File: config.mk
export PLATFORM = sky130hd
export DESIGN_NAME = trig_chain_eval
export DESIGN_NICKNAME = d
export VERILOG_FILES = /design/src/rtl/trig_pkg.sv /design/src/rtl/trig_cfg_regs.sv /design/src/rtl/trig_pair_eval.sv /design/src/rtl/trig_pending.sv /design/src/rtl/trig_chain_eval.sv
export SDC_FILE = /design/constraint.sdc
export NUM_CORES = 1
export LEC_CHECK = 0
export BUFFER_PORTS_ARGS = -buffer_cell sky130_fd_sc_hd__buf_2
export CORE_ASPECT_RATIO = 0.75
export CORE_MARGIN = 2
export CORE_UTILIZATION = 57
export DETAILED_ROUTE_END_ITERATION = 16
export GPL_ROUTABILITY_DRIVEN = 0
export PLACE_DENSITY = 0.84
export SETUP_SLACK_MARGIN = 0.15
export SLEW_MARGIN = 20
export SYNTH_ARGS = -nofsm -noshare
export SYNTH_HDL_FRONTEND = slang
export SYNTH_SLANG_ARGS = --single-unit
File: constraint.sdc
create_clock -name clk -period 21.7 [get_ports clk]
set_clock_uncertainty 0.1 [all_clocks]
set_input_delay 2.17 -clock clk [delete_from_list [all_inputs] [get_ports clk]]
set_output_delay 2.17 -clock clk [all_outputs]
set_load 0.05 [all_outputs]
File: src/rtl/trig_pkg.sv
package trig_pkg;
  localparam int TRIG_NUM     = 10;
  localparam int PAIR_NUM     = TRIG_NUM / 2;
  localparam int IDX_W        = $clog2(TRIG_NUM);
  localparam int MTYPE_W      = 2;
  localparam int VAL_W        = 64;
  // pair whose chain bit is hard-wired to zero (store/store)
  localparam int NOCHAIN_PAIR = 1;
  // triggers whose source is the fetch stage: 0, 1, 6, 8
  localparam logic [TRIG_NUM-1:0] FETCH_SRC_MASK = 10'b01_0100_0011;

  typedef enum logic {TM_NOW = 1'b0, TM_NEXT = 1'b1} trap_when_e;

  typedef struct packed {
    logic               enable;
    trap_when_e         when;
    logic [MTYPE_W-1:0] mtype;
    logic               select;
    logic               action;
  } trig_ctl_t;

  // act: per-member qualified match, when: per-member timing
  function automatic logic [1:0] pair_fire(input logic [1:0] act,
                                           input logic [1:0] when,
                                           input logic       chained);
    logic [1:0] res;
    if (!chained) res = act;
    else if (act == 2'b11 && when[0] == when[1]) res = 2'b11;
    else res = 2'b00;
    return res;
  endfunction

  function automatic logic chain_allowed(input int unsigned pair,
                                         input int unsigned nochain);
    return pair != nochain;
  endfunction
endpackage

File: src/rtl/trig_cfg_regs.sv
module trig_cfg_regs
  import trig_pkg::*;
#(
  parameter int NT      = TRIG_NUM,
  parameter int NP      = NT / 2,
  parameter int IW      = $clog2(NT),
  parameter int VW      = VAL_W,
  parameter int NOCHAIN = NOCHAIN_PAIR
) (
  input  logic          clk,
  input  logic          rst,
  input  logic          wr_valid,
  input  logic [IW-1:0] wr_idx,
  input  trig_ctl_t     wr_ctl,
  input  logic          wr_chain,
  input  logic [VW-1:0] wr_value,
  input  logic [IW-1:0] rd_idx,
  output logic [NT-1:0] en_vec,
  output logic [NT-1:0] when_vec,
  output logic [NP-1:0] chain_vec,
  output trig_ctl_t     rd_ctl,
  output logic          rd_chain,
  output logic [VW-1:0] rd_value
);
  trig_ctl_t     ctl_q [NT];
  logic [VW-1:0] val_q [NT];

  for (genvar t = 0; t < NT; t++) begin : g_trig
    logic hit_w;
    assign hit_w = wr_valid && (wr_idx == IW'(t));
    always_ff @(posedge clk) begin
      if (rst) begin
        ctl_q[t] <= '0;
        val_q[t] <= '0;
      end else if (hit_w) begin
        ctl_q[t] <= wr_ctl;
        val_q[t] <= wr_value;
      end
    end
    assign en_vec[t]   = ctl_q[t].enable;
    assign when_vec[t] = ctl_q[t].when;
  end

  for (genvar p = 0; p < NP; p++) begin : g_pair
    if (chain_allowed(p, NOCHAIN)) begin : g_chainable
      logic chain_q;
      always_ff @(posedge clk) begin
        if (rst) chain_q <= 1'b0;
        else if (wr_valid && (wr_idx == IW'(2 * p))) chain_q <= wr_chain;
      end
      assign chain_vec[p] = chain_q;
    end else begin : g_fixed
      assign chain_vec[p] = 1'b0;
    end
  end

  always_comb begin
    rd_ctl   = '0;
    rd_value = '0;
    rd_chain = 1'b0;
    for (int t = 0; t < NT; t++) begin
      if (rd_idx == IW'(t)) begin
        rd_ctl   = ctl_q[t];
        rd_value = val_q[t];
        rd_chain = chain_vec[t / 2];
      end
    end
  end
endmodule

File: src/rtl/trig_pair_eval.sv
module trig_pair_eval
  import trig_pkg::*;
(
  input  logic [1:0] act,
  input  logic [1:0] when,
  input  logic       chained,
  output logic [1:0] fire
);
  assign fire = pair_fire(act, when, chained);
endmodule

File: src/rtl/trig_pending.sv
module trig_pending (
  input  logic clk,
  input  logic rst,
  input  logic insn_valid,
  input  logic flush,
  input  logic set_req,
  output logic pend_q,
  output logic present
);
  assign present = pend_q && insn_valid && !flush;

  always_ff @(posedge clk) begin
    if (rst || flush)   pend_q <= 1'b0;
    else if (insn_valid) pend_q <= set_req;
  end
endmodule

File: src/rtl/trig_chain_eval.sv
module trig_chain_eval
  import trig_pkg::*;
#(
  parameter int NT      = TRIG_NUM,
  parameter int IW      = IDX_W,
  parameter int MW      = MTYPE_W,
  parameter int VW      = VAL_W,
  parameter int NOCHAIN = NOCHAIN_PAIR,
  parameter logic [NT-1:0] FMASK = FETCH_SRC_MASK
) (
  input  logic          clk,
  input  logic          rst,
  input  logic          cfg_valid,
  input  logic [IW-1:0] cfg_idx,
  input  logic          cfg_enable,
  input  logic          cfg_when,
  input  logic [MW-1:0] cfg_mtype,
  input  logic          cfg_select,
  input  logic          cfg_action,
  input  logic          cfg_chain,
  input  logic [VW-1:0] cfg_value,
  input  logic [IW-1:0] rd_idx,
  output logic          rd_enable,
  output logic          rd_when,
  output logic [MW-1:0] rd_mtype,
  output logic          rd_select,
  output logic          rd_action,
  output logic          rd_chain,
  output logic [VW-1:0] rd_value,
  input  logic          insn_valid,
  input  logic          flush,
  input  logic [NT-1:0] match_vec,
  output logic          trap_now,
  output logic          trap_next,
  output logic          hit_fetch,
  output logic          hit_mem,
  output logic          hit_any
);
  localparam int NP = NT / 2;

  trig_ctl_t     wr_ctl, rd_ctl;
  logic [NT-1:0] en_vec, when_vec, act_vec, fire_vec;
  logic [NP-1:0] chain_vec;
  logic          next_req, pend_q;

  always_comb begin
    wr_ctl        = '0;
    wr_ctl.enable = cfg_enable;
    wr_ctl.when   = trap_when_e'(cfg_when);
    wr_ctl.mtype  = cfg_mtype;
    wr_ctl.select = cfg_select;
    wr_ctl.action = cfg_action;
  end

  trig_cfg_regs #(.NT(NT), .NP(NP), .IW(IW), .VW(VW), .NOCHAIN(NOCHAIN)) u_cfg (
    .clk(clk), .rst(rst),
    .wr_valid(cfg_valid), .wr_idx(cfg_idx), .wr_ctl(wr_ctl),
    .wr_chain(cfg_chain), .wr_value(cfg_value),
    .rd_idx(rd_idx),
    .en_vec(en_vec), .when_vec(when_vec), .chain_vec(chain_vec),
    .rd_ctl(rd_ctl), .rd_chain(rd_chain), .rd_value(rd_value)
  );

  assign rd_enable = rd_ctl.enable;
  assign rd_when   = rd_ctl.when;
  assign rd_mtype  = rd_ctl.mtype;
  assign rd_select = rd_ctl.select;
  assign rd_action = rd_ctl.action;

  assign act_vec = match_vec & en_vec & {NT{insn_valid}};

  for (genvar p = 0; p < NP; p++) begin : g_pair
    trig_pair_eval u_pair (
      .act    (act_vec[2*p+1 -: 2]),
      .when   (when_vec[2*p+1 -: 2]),
      .chained(chain_vec[p]),
      .fire   (fire_vec[2*p+1 -: 2])
    );
  end

  assign trap_now  = |(fire_vec & ~when_vec);
  assign next_req  = |(fire_vec & when_vec);
  assign hit_fetch = |(fire_vec & FMASK);
  assign hit_mem   = |(fire_vec & ~FMASK);
  assign hit_any   = hit_fetch | hit_mem;

  trig_pending u_pend (
    .clk(clk), .rst(rst), .insn_valid(insn_valid), .flush(flush),
    .set_req(next_req), .pend_q(pend_q), .present(trap_next)
  );
endmodule

==> metrics.yaml <==
dpl_cell_area_mm2: 0.0339
fin_tns_setup_ns: 0
synth.avg_cell_area_um2: 14.2
fmax_ghz: 0.127
clk_pin_slew_worst_paths_ns: 0.07
internal-power_mw: 2.37
syn2layout_area_growth_pct: 11.3
via_per_inst: 6.32
synthTopCellsByArea: "edfxtp_1 (65%), and2_1 (11%), mux2i_1 (5.4%)"
htree_levels: 3
slew-limit-headroom_pct: 21.8
period_needed_ns: 7.90
synth_enable_flop_cells: 700
synthXorXnorAreaFrac_pct: 0.108
syn_inst: 2295
synth.net_count: 2389
power_density_mw_per_mm2: 85.9
cts_tree: "built"
critPathKind: "in2out"
antenna_found_initial: 12
drive_gt1_share_pct: 18.5
grt_pass1_vias: 20400
die-area_mm2: 0.0589
grt_usage_pct: 29.0
critPathLaunchType: "input port"
yosysTopAreaCellShare_pct: 64.7
ys_seq_area_share_pct: 65.0
worstPathMaxFanout: 83
synth_top_family_by_area: "simple AND/OR/NAND/NOR gates"
grt_overflow: 0
ctsLongestPathBuffers: 3
min_path_type: "reg2reg"
synth_ff_type: "edfxtp_1"
dp_hpwl_um: 42700
ctsHoldBuffers: 0
switching_power_mw: 0.741
yosysWarnings: 0
synth-simple-area-share_pct: 16.3
core.rowCount: 75
final-hold-violation-count: 0
yosys-top-cells-count: "edfxtp_1 (700), and2_1 (590), mux2i_1 (174)"
ir_drop_mv: 0.0503
status: "completed"
cp_data_required_time_ns: 19.43
power_frac_seq_pct: 51.7
portBuffers: 169
ys_types: 57
drt_wl_total_um: 84900
numClockSinks: 705
routedWlPerCell_um: 26.5
ys_async_sr_fraction_pct: 0
cts_resized: 0
endpoint_kind: "output pin"
die_h_um: 211
coreArea_mm2: 0.0561
route.vias.total: 20200
yosysMostFrequentCell: "edfxtp_1"
grt_max_degree: 84
place_inst: 3068
cts_setup_buffers: 0
synth_seq_cells: 705
chipWidth_um: 280
sw_frac_of_total_pct: 23.8
start_util_pct: 57.9
drc: 0
worstSkewPairLatency_ns: 0.60
tightest_slew_ns: 1.17
timing.final.crit_share_pct: 36.4
grt_pass1_wl_um: 126000
clockRootBuffer: "clkbuf_16"
maxCapViolCount: 0
synth_area_mm2: 0.0325
p_leak_nw: 13.5
synthMuxAreaShare_pct: 10.8
postLayoutCellArea_mm2: 0.0362
combPwrFrac_pct: 9.4
final-instance-count-excl-fill: 3199
dr.pass1.iters: 8
fin_nets: 2503
worstPathArrival_ns: 5.63
setup_viol: 0
rsz0062_at_grt: "false"
cts_made_buffers: 70
antenna_left: 0
ioPinCount: 170
synthAdderAreaFrac_pct: 0
yosysTopAreaCell: "edfxtp_1"
synth_compound_area_share_pct: 5.26
drtIter0Drc: 2817
timing.final.max_slew_violations: 0
pwr-share-clk_pct: 38.9
[metal layers]
layer  GRT usage (%)  part of all wire [%]  wire length [um]  vias to the layer above
li1                -                     -                 -                     8673
met1            39.0                    39             32800                    10100
met2            47.2                    48             40700                     1260
met3            6.40                    10              8900                      199
met4            9.85                   2.9              2430                        8
met5               0                 0.062                53                        -
[layout make-up]
class,count,area (um^2)
Antenna cell,8,20.0
Clock buffer,85,1850
Fill cell,3903,20000
Multi-Input combinational cell,1413,10700
Timing Repair Buffer,205,1130
Tap cell,731,915
Sequential cell,705,21100
Clock inverter,38,382
Inverter,14,52.6
[cells in the final DEF, fill, tap and decap left out, types with 7 or more instances in the layout]
cell type | Yosys | final
a21oi_1 | 73 | 73
a31oi_1 | 11 | 11
and2_1 | 590 | 590
and2_2 | 41 | 41
and3_1 | 75 | 74
buf_2 | 39 | 167
buf_4 | 11 | 36
bufinv_16 | 0 | 8
clkbuf_1 | 89 | 12
clkbuf_16 | 0 | 71
clkinv_1 | 2 | 19
clkinv_2 | 0 | 7
diode_2 | 0 | 8
edfxtp_1 | 700 | 700
inv_1 | 12 | 11
mux2_2 | 9 | 9
mux2i_1 | 174 | 174
mux4_2 | 74 | 74
nand2_1 | 40 | 36
nand2b_1 | 11 | 10
nand3_1 | 16 | 16
nor2_1 | 72 | 72
nor2_4 | 3 | 7
o21ai_0 | 79 | 76
o22a_1 | 48 | 48
o22ai_1 | 20 | 20
[power by group through the flow]
stage | Combinational [mW] | Sequential [mW] | Clock [mW]
after floorplan | 0.192 | 1.63 | 0
after global placement | 0.283 | 1.62 | 0
after detailed placement | 0.289 | 1.63 | 0
after CTS | 0.291 | 1.60 | 1.21
after global routing | 0.309 | 1.61 | 1.26
final | 0.293 | 1.60 | 1.21
[kinds of logic after synthesis]
kind of cell    count (synthesis)
mux                           257
simple gates                  880
xor+xnor                        4
compound gates                272
flops                         705
buf+inv                       177
[sequential cells by signal, summed over array words and instances (netlist names)]
name	cells
u_cfg.g_pair.g_chainable.chain_q	4
u_cfg.ctl_q	60
u_pend.pend_q	1
u_cfg.val_q	640
[worst paths after layout]
kind,slack [ns],start,endpoint,cells past startpoint
worst max register to register,20.15,u_cfg.ctl_q[3][10]$_SDFFCE_PN0P_,u_pend.pend_q$_SDFFE_PP0P_,5
worst max-delay path,13.80,rd_idx[0],rd_value[63],7
worst min-delay path,0.48,u_pend.pend_q$_SDFFE_PP0P_,u_pend.pend_q$_SDFFE_PP0P_,2
worst min register to register,0.48,u_pend.pend_q$_SDFFE_PP0P_,u_pend.pend_q$_SDFFE_PP0P_,2
[worst max-delay path: stages]
cell     delay (ns)
buf_8          0.57
buf_4          0.77
buf_4          0.73
mux4_2         0.60
a21oi_1        0.19
o21ai_0        0.14
buf_2          0.28
[stage by stage]
stage | hold WS, ns | util (%) | total power, mW | worst slack (ns)
2_1_floorplan | 0.362 | - | 1.82 | 13.12
5_1_grt | 0.517 | 64.4 | 3.18 | 13.67
6_report | 0.481 | 64.4 | 3.11 | 13.80
4_1_cts | 0.472 | 64.4 | 3.11 | 13.81
3_5_place_dp | 0.454 | 60.4 | 1.92 | 13.82
3_3_place_gp | 0.432 | 60.4 | 1.91 | 13.88
(Power assumes the default switching activity.)
